[src/rtl/ctmr_pkg.sv]
package ctmr_pkg;
  localparam int NUM_CH = 3;
  localparam int PIN_CH = 2;
  localparam int ADDR_W = 4;
  localparam int CTRL_W = 6;

  localparam logic [1:0] REG_COUNT = 2'd0;
  localparam logic [1:0] REG_LIMIT = 2'd1;
  localparam logic [1:0] REG_CTRL  = 2'd2;

  localparam int CB_EN   = 0;
  localparam int CB_CONT = 1;
  localparam int CB_IRQ  = 2;
  localparam int CB_CSEL = 3;
  localparam int CB_GATE = 5;

  localparam logic [1:0] CSEL_INT = 2'd0;
  localparam logic [1:0] CSEL_PIN = 2'd1;

  typedef struct packed {
    logic tick;
    logic ldCount;
    logic ldLimit;
  } ch_strobe_t;
endpackage

[src/rtl/ctmr_sync.sv]
module ctmr_sync #(
  parameter int STAGES = 2
) (
  input  logic clk,
  input  logic rstN,
  input  logic din,
  output logic level,
  output logic rise
);
  logic [STAGES:0] shreg;

  always_ff @(posedge clk or negedge rstN) begin
    if (!rstN) shreg <= '0;
    else       shreg <= {shreg[STAGES-1:0], din};
  end

  assign level = shreg[STAGES-1];
  assign rise  = shreg[STAGES-1] & ~shreg[STAGES];
endmodule

[src/rtl/ctmr_ctrl.sv]
module ctmr_ctrl
  import ctmr_pkg::*;
#(
  parameter int SYNC_STAGES = 2
) (
  input  logic                           clk,
  input  logic                           rstN,
  input  logic [ADDR_W-1:0]              busAddr,
  input  logic                           busWrEn,
  input  logic [CTRL_W-1:0]              wrCtrlData,
  input  logic [PIN_CH-1:0]              tmrIn,
  input  logic [NUM_CH-1:0]              atLimit,
  input  logic                           irqAck,
  output ch_strobe_t [NUM_CH-1:0]        strb,
  output logic [NUM_CH-1:0][CTRL_W-1:0]  ctrlVal,
  output logic [PIN_CH-1:0]              tmrOut,
  output logic                           irqReq,
  output logic [1:0]                     irqSrc
);
  logic [NUM_CH-1:0][CTRL_W-1:0] ctrlReg;
  logic [NUM_CH-1:0] wrCtrl, ldCnt, ldLim, tick, tc, pend, setPend;
  logic [PIN_CH-1:0] pinLvl, pinRise, pinTick, outReg;
  logic ch2Tick, prescTc;
  logic [1:0] chSel, regSel;

  assign chSel  = busAddr[3:2];
  assign regSel = busAddr[1:0];

  always_comb begin
    for (int i = 0; i < NUM_CH; i++) begin
      wrCtrl[i] = busWrEn && (chSel == 2'(i)) && (regSel == REG_CTRL);
      ldCnt[i]  = busWrEn && (chSel == 2'(i)) && (regSel == REG_COUNT);
      ldLim[i]  = busWrEn && (chSel == 2'(i)) && (regSel == REG_LIMIT);
    end
  end

  for (genvar p = 0; p < PIN_CH; p++) begin : g_pin
    ctmr_sync #(.STAGES(SYNC_STAGES)) u_sync (
      .clk  (clk),
      .rstN (rstN),
      .din  (tmrIn[p]),
      .level(pinLvl[p]),
      .rise (pinRise[p])
    );
  end

  // channel 2: internal clock only, its own select and gate bits unused
  assign ch2Tick = ctrlReg[2][CB_EN];
  assign prescTc = ch2Tick & atLimit[2] & ~ldCnt[2];

  always_comb begin
    for (int p = 0; p < PIN_CH; p++) begin
      case (ctrlReg[p][CB_CSEL +: 2])
        CSEL_INT: pinTick[p] = ctrlReg[p][CB_EN] & (~ctrlReg[p][CB_GATE] | pinLvl[p]);
        CSEL_PIN: pinTick[p] = ctrlReg[p][CB_EN] & pinRise[p];
        default:  pinTick[p] = ctrlReg[p][CB_EN] & prescTc;
      endcase
    end
  end

  assign tick    = {ch2Tick, pinTick};
  assign tc      = tick & atLimit & ~ldCnt;

  always_comb begin
    for (int i = 0; i < NUM_CH; i++) setPend[i] = tc[i] & ctrlReg[i][CB_IRQ];
  end

  always_ff @(posedge clk or negedge rstN) begin
    if (!rstN) begin
      ctrlReg <= '0;
      pend    <= '0;
      outReg  <= '0;
    end else begin
      for (int i = 0; i < NUM_CH; i++) begin
        if (wrCtrl[i])                         ctrlReg[i] <= wrCtrlData;
        else if (tc[i] && !ctrlReg[i][CB_CONT]) ctrlReg[i][CB_EN] <= 1'b0;
        if (setPend[i])                                  pend[i] <= 1'b1;
        else if (irqAck && irqReq && irqSrc == 2'(i))    pend[i] <= 1'b0;
      end
      for (int p = 0; p < PIN_CH; p++) begin
        if (tc[p]) outReg[p] <= ~outReg[p];
      end
    end
  end

  always_comb begin
    irqSrc = '0;
    for (int i = NUM_CH - 1; i >= 0; i--) begin
      if (pend[i]) irqSrc = 2'(i);
    end
  end

  assign irqReq  = |pend;
  assign tmrOut  = outReg;
  assign ctrlVal = ctrlReg;

  always_comb begin
    for (int i = 0; i < NUM_CH; i++) begin
      strb[i].tick    = tick[i];
      strb[i].ldCount = ldCnt[i];
      strb[i].ldLimit = ldLim[i];
    end
  end

  for (genvar i = 0; i < NUM_CH; i++) begin : g_chk

    oneshot_stop_chk: assert property (@(posedge clk) disable iff (!rstN)
      (tc[i] && !ctrlReg[i][CB_CONT] && !wrCtrl[i]) |=> !ctrlReg[i][CB_EN]);

    irq_set_wins_chk: assert property (@(posedge clk) disable iff (!rstN)
      (tc[i] && ctrlReg[i][CB_IRQ]) |=> (irqReq && pend[i]));

    irq_retire_chk: assert property (@(posedge clk) disable iff (!rstN)
      (irqAck && irqReq && irqSrc == 2'(i) && !setPend[i]) |=> !pend[i]);
  end
endmodule

[src/rtl/ctmr_datapath.sv]
module ctmr_datapath
  import ctmr_pkg::*;
#(
  parameter int CNT_W = 16
) (
  input  logic                           clk,
  input  logic                           rstN,
  input  ch_strobe_t [NUM_CH-1:0]        strb,
  input  logic [CNT_W-1:0]               wrData,
  input  logic [ADDR_W-1:0]              busAddr,
  input  logic [NUM_CH-1:0][CTRL_W-1:0]  ctrlVal,
  output logic [NUM_CH-1:0]              atLimit,
  output logic [CNT_W-1:0]               rdData
);
  logic [NUM_CH-1:0][CNT_W-1:0] cnt, lim;
  logic [1:0] chSel, regSel;

  assign chSel  = busAddr[3:2];
  assign regSel = busAddr[1:0];

  always_ff @(posedge clk or negedge rstN) begin
    if (!rstN) begin
      cnt <= '0;
      lim <= '0;
    end else begin
      for (int i = 0; i < NUM_CH; i++) begin
        if (strb[i].ldCount)   cnt[i] <= wrData;
        else if (strb[i].tick) cnt[i] <= atLimit[i] ? '0 : cnt[i] + 1'b1;
        if (strb[i].ldLimit)   lim[i] <= wrData;
      end
    end
  end

  always_comb begin
    for (int i = 0; i < NUM_CH; i++) atLimit[i] = (cnt[i] == lim[i]);
  end

  always_comb begin
    rdData = '0;
    for (int i = 0; i < NUM_CH; i++) begin
      if (chSel == 2'(i)) begin
        case (regSel)
          REG_COUNT: rdData = cnt[i];
          REG_LIMIT: rdData = lim[i];
          REG_CTRL:  rdData[CTRL_W-1:0] = ctrlVal[i];
          default:   rdData = '0;
        endcase
      end
    end
  end

  for (genvar i = 0; i < NUM_CH; i++) begin : g_chk

    wrap_zero_chk: assert property (@(posedge clk) disable iff (!rstN)
      (strb[i].tick && atLimit[i] && !strb[i].ldCount) |=> (cnt[i] == '0));

    load_wins_chk: assert property (@(posedge clk) disable iff (!rstN)
      strb[i].ldCount |=> (cnt[i] == $past(wrData)));
  end
endmodule

[src/rtl/cascade_timer.sv]
module cascade_timer
  import ctmr_pkg::*;
#(
  parameter int CNT_W       = 16,
  parameter int SYNC_STAGES = 2
) (
  input  logic              clk,
  input  logic              rstN,
  input  logic [ADDR_W-1:0] busAddr,
  input  logic              busWrEn,
  input  logic [CNT_W-1:0]  busWrData,
  output logic [CNT_W-1:0]  busRdData,
  input  logic [PIN_CH-1:0] tmrIn,
  output logic [PIN_CH-1:0] tmrOut,
  input  logic              irqAck,
  output logic              irqReq,
  output logic [1:0]        irqSrc
);
  ch_strobe_t [NUM_CH-1:0]       strb;
  logic [NUM_CH-1:0][CTRL_W-1:0] ctrlVal;
  logic [NUM_CH-1:0]             atLimit;

  ctmr_ctrl #(.SYNC_STAGES(SYNC_STAGES)) u_ctrl (
    .clk       (clk),
    .rstN      (rstN),
    .busAddr   (busAddr),
    .busWrEn   (busWrEn),
    .wrCtrlData(busWrData[CTRL_W-1:0]),
    .tmrIn     (tmrIn),
    .atLimit   (atLimit),
    .irqAck    (irqAck),
    .strb      (strb),
    .ctrlVal   (ctrlVal),
    .tmrOut    (tmrOut),
    .irqReq    (irqReq),
    .irqSrc    (irqSrc)
  );

  ctmr_datapath #(.CNT_W(CNT_W)) u_dp (
    .clk    (clk),
    .rstN   (rstN),
    .strb   (strb),
    .wrData (busWrData),
    .busAddr(busAddr),
    .ctrlVal(ctrlVal),
    .atLimit(atLimit),
    .rdData (busRdData)
  );
endmodule

[config.mk]
export PLATFORM = sky130hd
export DESIGN_NAME = cascade_timer
export DESIGN_NICKNAME = d
export VERILOG_FILES = /design/src/rtl/ctmr_pkg.sv /design/src/rtl/ctmr_sync.sv /design/src/rtl/ctmr_ctrl.sv /design/src/rtl/ctmr_datapath.sv /design/src/rtl/cascade_timer.sv
export SDC_FILE = /design/constraint.sdc
export NUM_CORES = 1
export LEC_CHECK = 0
export ABC_AREA = 1
export BUFFER_PORTS_ARGS = -buffer_cell sky130_fd_sc_hd__buf_2
export CORE_UTILIZATION = 60
export DETAILED_ROUTE_END_ITERATION = 10
export PLACE_DENSITY = 0.85
export RECOVER_POWER = 25
export SLEW_MARGIN = 20
export SYNTH_ARGS = -nofsm -noshare
export SYNTH_HDL_FRONTEND = slang
export SYNTH_HIERARCHICAL = 1
export SYNTH_SLANG_ARGS = --single-unit
export TNS_END_PERCENT = 5
[constraint.sdc]
create_clock -name clk -period 6.8 [get_ports clk]
set_clock_uncertainty 0.2 [all_clocks]
set_input_delay 1.36 -clock clk [delete_from_list [all_inputs] [get_ports clk]]
set_output_delay 1.36 -clock clk [all_outputs]
set_load 0.01 [all_outputs]
### Word level (Yosys, flattened, before mapping)

Cells that the tools add are included.

| operators by class | value |
|---|---|
| eq/ne operators | 11 |
| reduce and logical (&&, ||, !) cells | 37 |
| $add $sub $neg | 3 |
| bitwise gates (word level) | 25 |
| multiplexer cells | 35 |

Operators by type and width:

| cell | number |
|---|---|
| 2-to-1 mux 16 bit | 12 |
| case mux 10 bit (3 select lines) | 2 |
| case mux 6 bit (3 select lines) | 3 |
| adder 16 x 1 -> 16 bit (second input constant) | 3 |
| == test 16 bit | 3 |
| case mux 10 bit (2 select lines) | 1 |
| logical AND 1 bit | 19 |
| nonzero test 2 bit | 9 |
| bitwise AND 1 bit | 13 |
| 2-to-1 mux 1 bit | 12 |
| == test 2 x 1 -> 1 bit (second input constant) | 5 |
| logical NOT 2 bit | 5 |
| inverter 1 bit | 7 |
| bitwise AND 3 bit | 2 |
| == test 2 bit (second input constant) | 3 |
| 2-to-1 mux 2 bit | 3 |
| case mux 1 bit (2 select lines) | 2 |
| logical NOT 1 bit | 3 |
| inverter 3 bit | 1 |
| OR reduction 3 bit | 1 |
| OR 1 bit | 2 |

| storage, ports and cells | value |
|---|---|
| output and inout bits | 21 |
| register bits after elaboration | 125 |
| bits of input ports | 26 |

### Longest topological paths before layout

| depth | value |
|---|---|
| depth after elaboration | 12 |
| depth in mapped cells | 20 |
| depth with buffers taken out | 16 |

### By module

The synthesis kept the hierarchy.

By module, submodules not included:

| module | sequential area each (um2) | area each (um2) | instances | cells an instance |
|---|---|---|---|---|
| ctmr_datapath | 2402.3 | 6764.0 | 1 | 1051 |
| ctmr_ctrl | 575.6 | 1182.4 | 1 | 152 |
| ctmr_sync | 75.1 | 85.1 | 2 | 5 |

### Worst setup path before layout

OpenSTA, ideal clock, no wires.

| timing path | value |
|---|---|
| path kind | input-to-output |
| start | input port busAddr[0] |
| end | output port busRdData[2] |
| data required time | 5240 ps |
| stages on the path | 8 |
| slack | 3016 ps |
| arrival | 2224 ps |
| buffers on the path | 1 |
| path through | inv_1 -> nand2_1 -> clkinv_1 -> clkbuf_1 -> nand2_1 -> o21ai_0 -> o21ai_0 -> nand3_1 |

| on the way | value |
|---|---|
| cells in the longest elaborated chain, start to end | 5 |

RTL lines:

| what | RTL line | RTL |
|---|---|---|
| start: declaration | cascade_timer.sv:9 | `input logic [ADDR_W-1:0] busAddr,` |
| == test 2 bit (tied with other cells) | ctmr_datapath.sv:42 | `case (regSel)` |
| case mux 6 bit (3 select lines) | ctmr_datapath.sv:42 |  |
| 2-to-1 mux 16 bit (2 in a row) | ctmr_datapath.sv:41 | `if (chSel == 2'(i)) begin` |
| 2-to-1 mux 16 bit (*) | ctmr_datapath.sv:41 |  |
| end: declaration | cascade_timer.sv:12 | `output logic [CNT_W-1:0] busRdData,` |

Every way passes the cells marked *; elsewhere a longest branch is shown, timed or not.

### Final worst setup path

| timing path | value |
|---|---|
| start | input port busAddr[1] |
| end | output port busRdData[5] |

Same word-level chain as after synthesis.

==> results.ini <==
[outcome]
status=finished with violations
violations=max-capacitance violations, max-slew violations

[logic_synthesis]
synth_top_area_share_pct=38.5
synth_edf_count=0
syn_area_mm2=0.00812
ys_seq_elements=125
netlist_instances=1213
ys_warn_count=6
avgSynthCellArea_um2=6.69
yosysSeqAreaShare_pct=38.5
synth_area_leaders=dfrtp_1 39%, nand2_1 21%, inv_1 6.3%
synth_most_common_cell=nand2_1
async_reset_ff_share_pct=100
syn-num-nets=1242
synth_top_cell_by_area=dfrtp_1
ys_types=31
ys.flop_type=dfrtp_1
synth_common_cells=447 x nand2_1, 137 x inv_1, 125 x dfrtp_1

[worst_setup_path]
rrSetupSlack_ps=3500
crit_required_ps=5240
max_stage_delay_ps=450
crit_fanout=37
critPathTopFamily=buffers and inverters
critPathKind=input pin to primary output
r2r-start=u_dp/cnt[44]$_DFFE_PN0P_
cp.buffers_inverters=4
slowest_stage=buf_4
cp_cell_sequence=buf_2 -> inv_1 -> nand2_1 -> buf_4 -> o21ai_0 -> o21ai_0 -> nand3_1 -> buf_2
timing.rr.end=u_dp/cnt[13]$_DFFE_PN0P_
worstRegToRegCells=16
worstPathArrival_ps=3050
crit_path_end_kind=primary output
cp-start-kind=input pin

[placement]
hpwl_um=16700
gp_congestion=0.973
port_buffers=46
place_inst=1387
dpl_cell_area_mm2=0.00837

[timing]
slew_headroom_pct=-121
final_max_slew_viol_count=61
max_freq_mhz=217
worst_pin_slew_ps=3320
hold_viol_final=0
finalSetupViolCount=0
period_share_pct=67.8
fin_crit_ps=4610
rsz0062_at_grt=false
setup_tns_ps=0

[worst_hold_path]
hold_class=register to register
holdPathStages=0
hold_end=u_ctrl/g_pin[0].u_sync/shreg[1]$_DFF_PN0_
min_from=u_ctrl/g_pin[0].u_sync/shreg[0]$_DFF_PN0_

[clocking]
clockBufferDepth=2
htreeDepth=4
clk_latency_ps=440
post_cts_buffers=0
post_cts_resized=0
cts_tree=done
ctsHoldBuffers=0
cts_buffers=17
clock_sinks=125
clkTransAtPathRegs_ps=50
root_buffer=clkbuf_16

[grt]
grt_pass1_vias=7880
grt_usage_pct=36.3
grt_overflow=0
grt_antenna_before_repair=0
grt_max_degree=67
grt_pass1_wl_um=39500

[finish]
nets=1259
area_growth_pct=10.7
antennaDiodeCount=0
fin_area_mm2=0.00898
final-instance-count-excl-fill=1419
utilization_pct=67.8
drive_above_1_share_pct=9.49

[drt]
ant_nets=0
via_count=8422
wl_per_cell_um=17.1
viasPerCell=5.94
finalWirelength_um=24200
dr.first_iter.drc_count=1135
drt_first_pass_iters=6
drcViolationCount=0

[floorplanning]
die-area_mm2=0.0140
ios=47
die_w_um=118
coreArea_mm2=0.0132
num_rows=42
initial_utilization_pct=61.3
die_height_um=118

[power_and_ir_drop]
p_per_area_mw_per_mm2=358
ir_drop_v=0.000233
p_leak_nw=4.47

[flow_run]
cap_violations=1

[stage by stage]
step                      setup WS, ps  hold WS [ps]  power [mW]
final                             2190           150        3.22
after global routing              1650           160        3.42
after CTS                         2270           151        3.19
after detailed placement          2290           139        2.23
after global placement            2130           132        2.20
after floorplan                   3020           131        1.93
[cells in the final DEF (no fill, tap or decap), types with 2 or more instances in the layout]
cell	n
clkbuf_1	2
nand3_1	43
o22ai_1	30
nor2_2	10
o21ai_0	94
xor2_1	21
nand4_1	64
buf_2	45
inv_1	137
clkbuf_16	17
o221ai_1	6
ha_1	3
inv_2	13
nor2_4	4
clkinv_2	4
dfrtp_1	125
nand2_1	447
bufinv_16	3
nor2_1	97
nand2_2	6
clkbuf_8	3
a22oi_1	48
buf_4	4
clkinvlp_4	4
nand3_2	2
a21oi_1	4
[worst reg2reg max path, cell delays in order (launching register included)]
cell      delay [ps]
dfrtp_1          460
inv_1            140
nand2_1           80
nand2_1           60
nor2_1           100
nand2_1          100
nor2_1           150
nand2_2          260
inv_1            120
nand2_1           50
o21bai_4         240
nand2_2          110
nand2_2           60
inv_1            450
nor2_2           300
a22oi_1          240
nand2_1           70
[power breakdown]
part / total [mW] / switching (mW) / leakage (nW) / internal (mW)
sequential: 1.24 / 0.278 / 1.56 / 0.960
clock: 0.950 / 0.348 / 0.291 / 0.602
combinational: 1.03 / 0.671 / 2.62 / 0.359
[per-layer routing]
layer	wire length, um	GRT usage [%]	share of wire (%)	vias to the layer above
met3	2440	8.54	10	80
met1	9970	48.9	41	3953
met5	0	0	0	-
met2	11000	55.7	46	421
li1	-	-	-	3968
met4	750	16.3	3.1	0
[state kept, by name, indices dropped and copies added (netlist names)]
name and flops:
u_ctrl/ctrlVal 18, u_ctrl/g_pin.u_sync/shreg 6, u_ctrl/pend 3, u_ctrl/tmrOut 2
u_dp/cnt 48, u_dp/lim 48
[layout make-up]
type | count | area (um2)
clock inverters | 11 | 140
inverters | 151 | 567
fillers | 1187 | 4260
repair buffers | 50 | 259
clock buffers | 21 | 470
flip-flops and latches | 125 | 3130
multi-input cells | 885 | 4200
well taps | 176 | 220
[cells by family (layout without fill, tap and decap cells)]
| logic type | Yosys count | after routing | synth area share [%] |
|---|---|---|---|
| buf+inv | 203 | 233 | 9.99 |
| fa+ha+maj | 3 | 3 | 0.463 |
| flops | 125 | 125 | 38.5 |
| simple gates | 676 | 676 | 34.9 |
| compound gates | 185 | 185 | 13.8 |
| xor+xnor | 21 | 21 | 2.27 |
[worst max-delay path by stage]
stage                from                        to  slack (ps)  cells past startpoint
2_1_floorplan  busAddr[0]              busRdData[2]        3020                      8
3_3_place_gp   busAddr[3]              busRdData[5]        2130                      5
3_5_place_dp   busAddr[1]              busRdData[5]        2290                      8
4_1_cts        busAddr[1]              busRdData[5]        2270                      8
5_1_grt              rstN  u_dp/lim[24]$_DFFE_PN0P_        1650                      2
6_report       busAddr[1]              busRdData[5]        2190                      8
(Power assumes the default switching activity.)
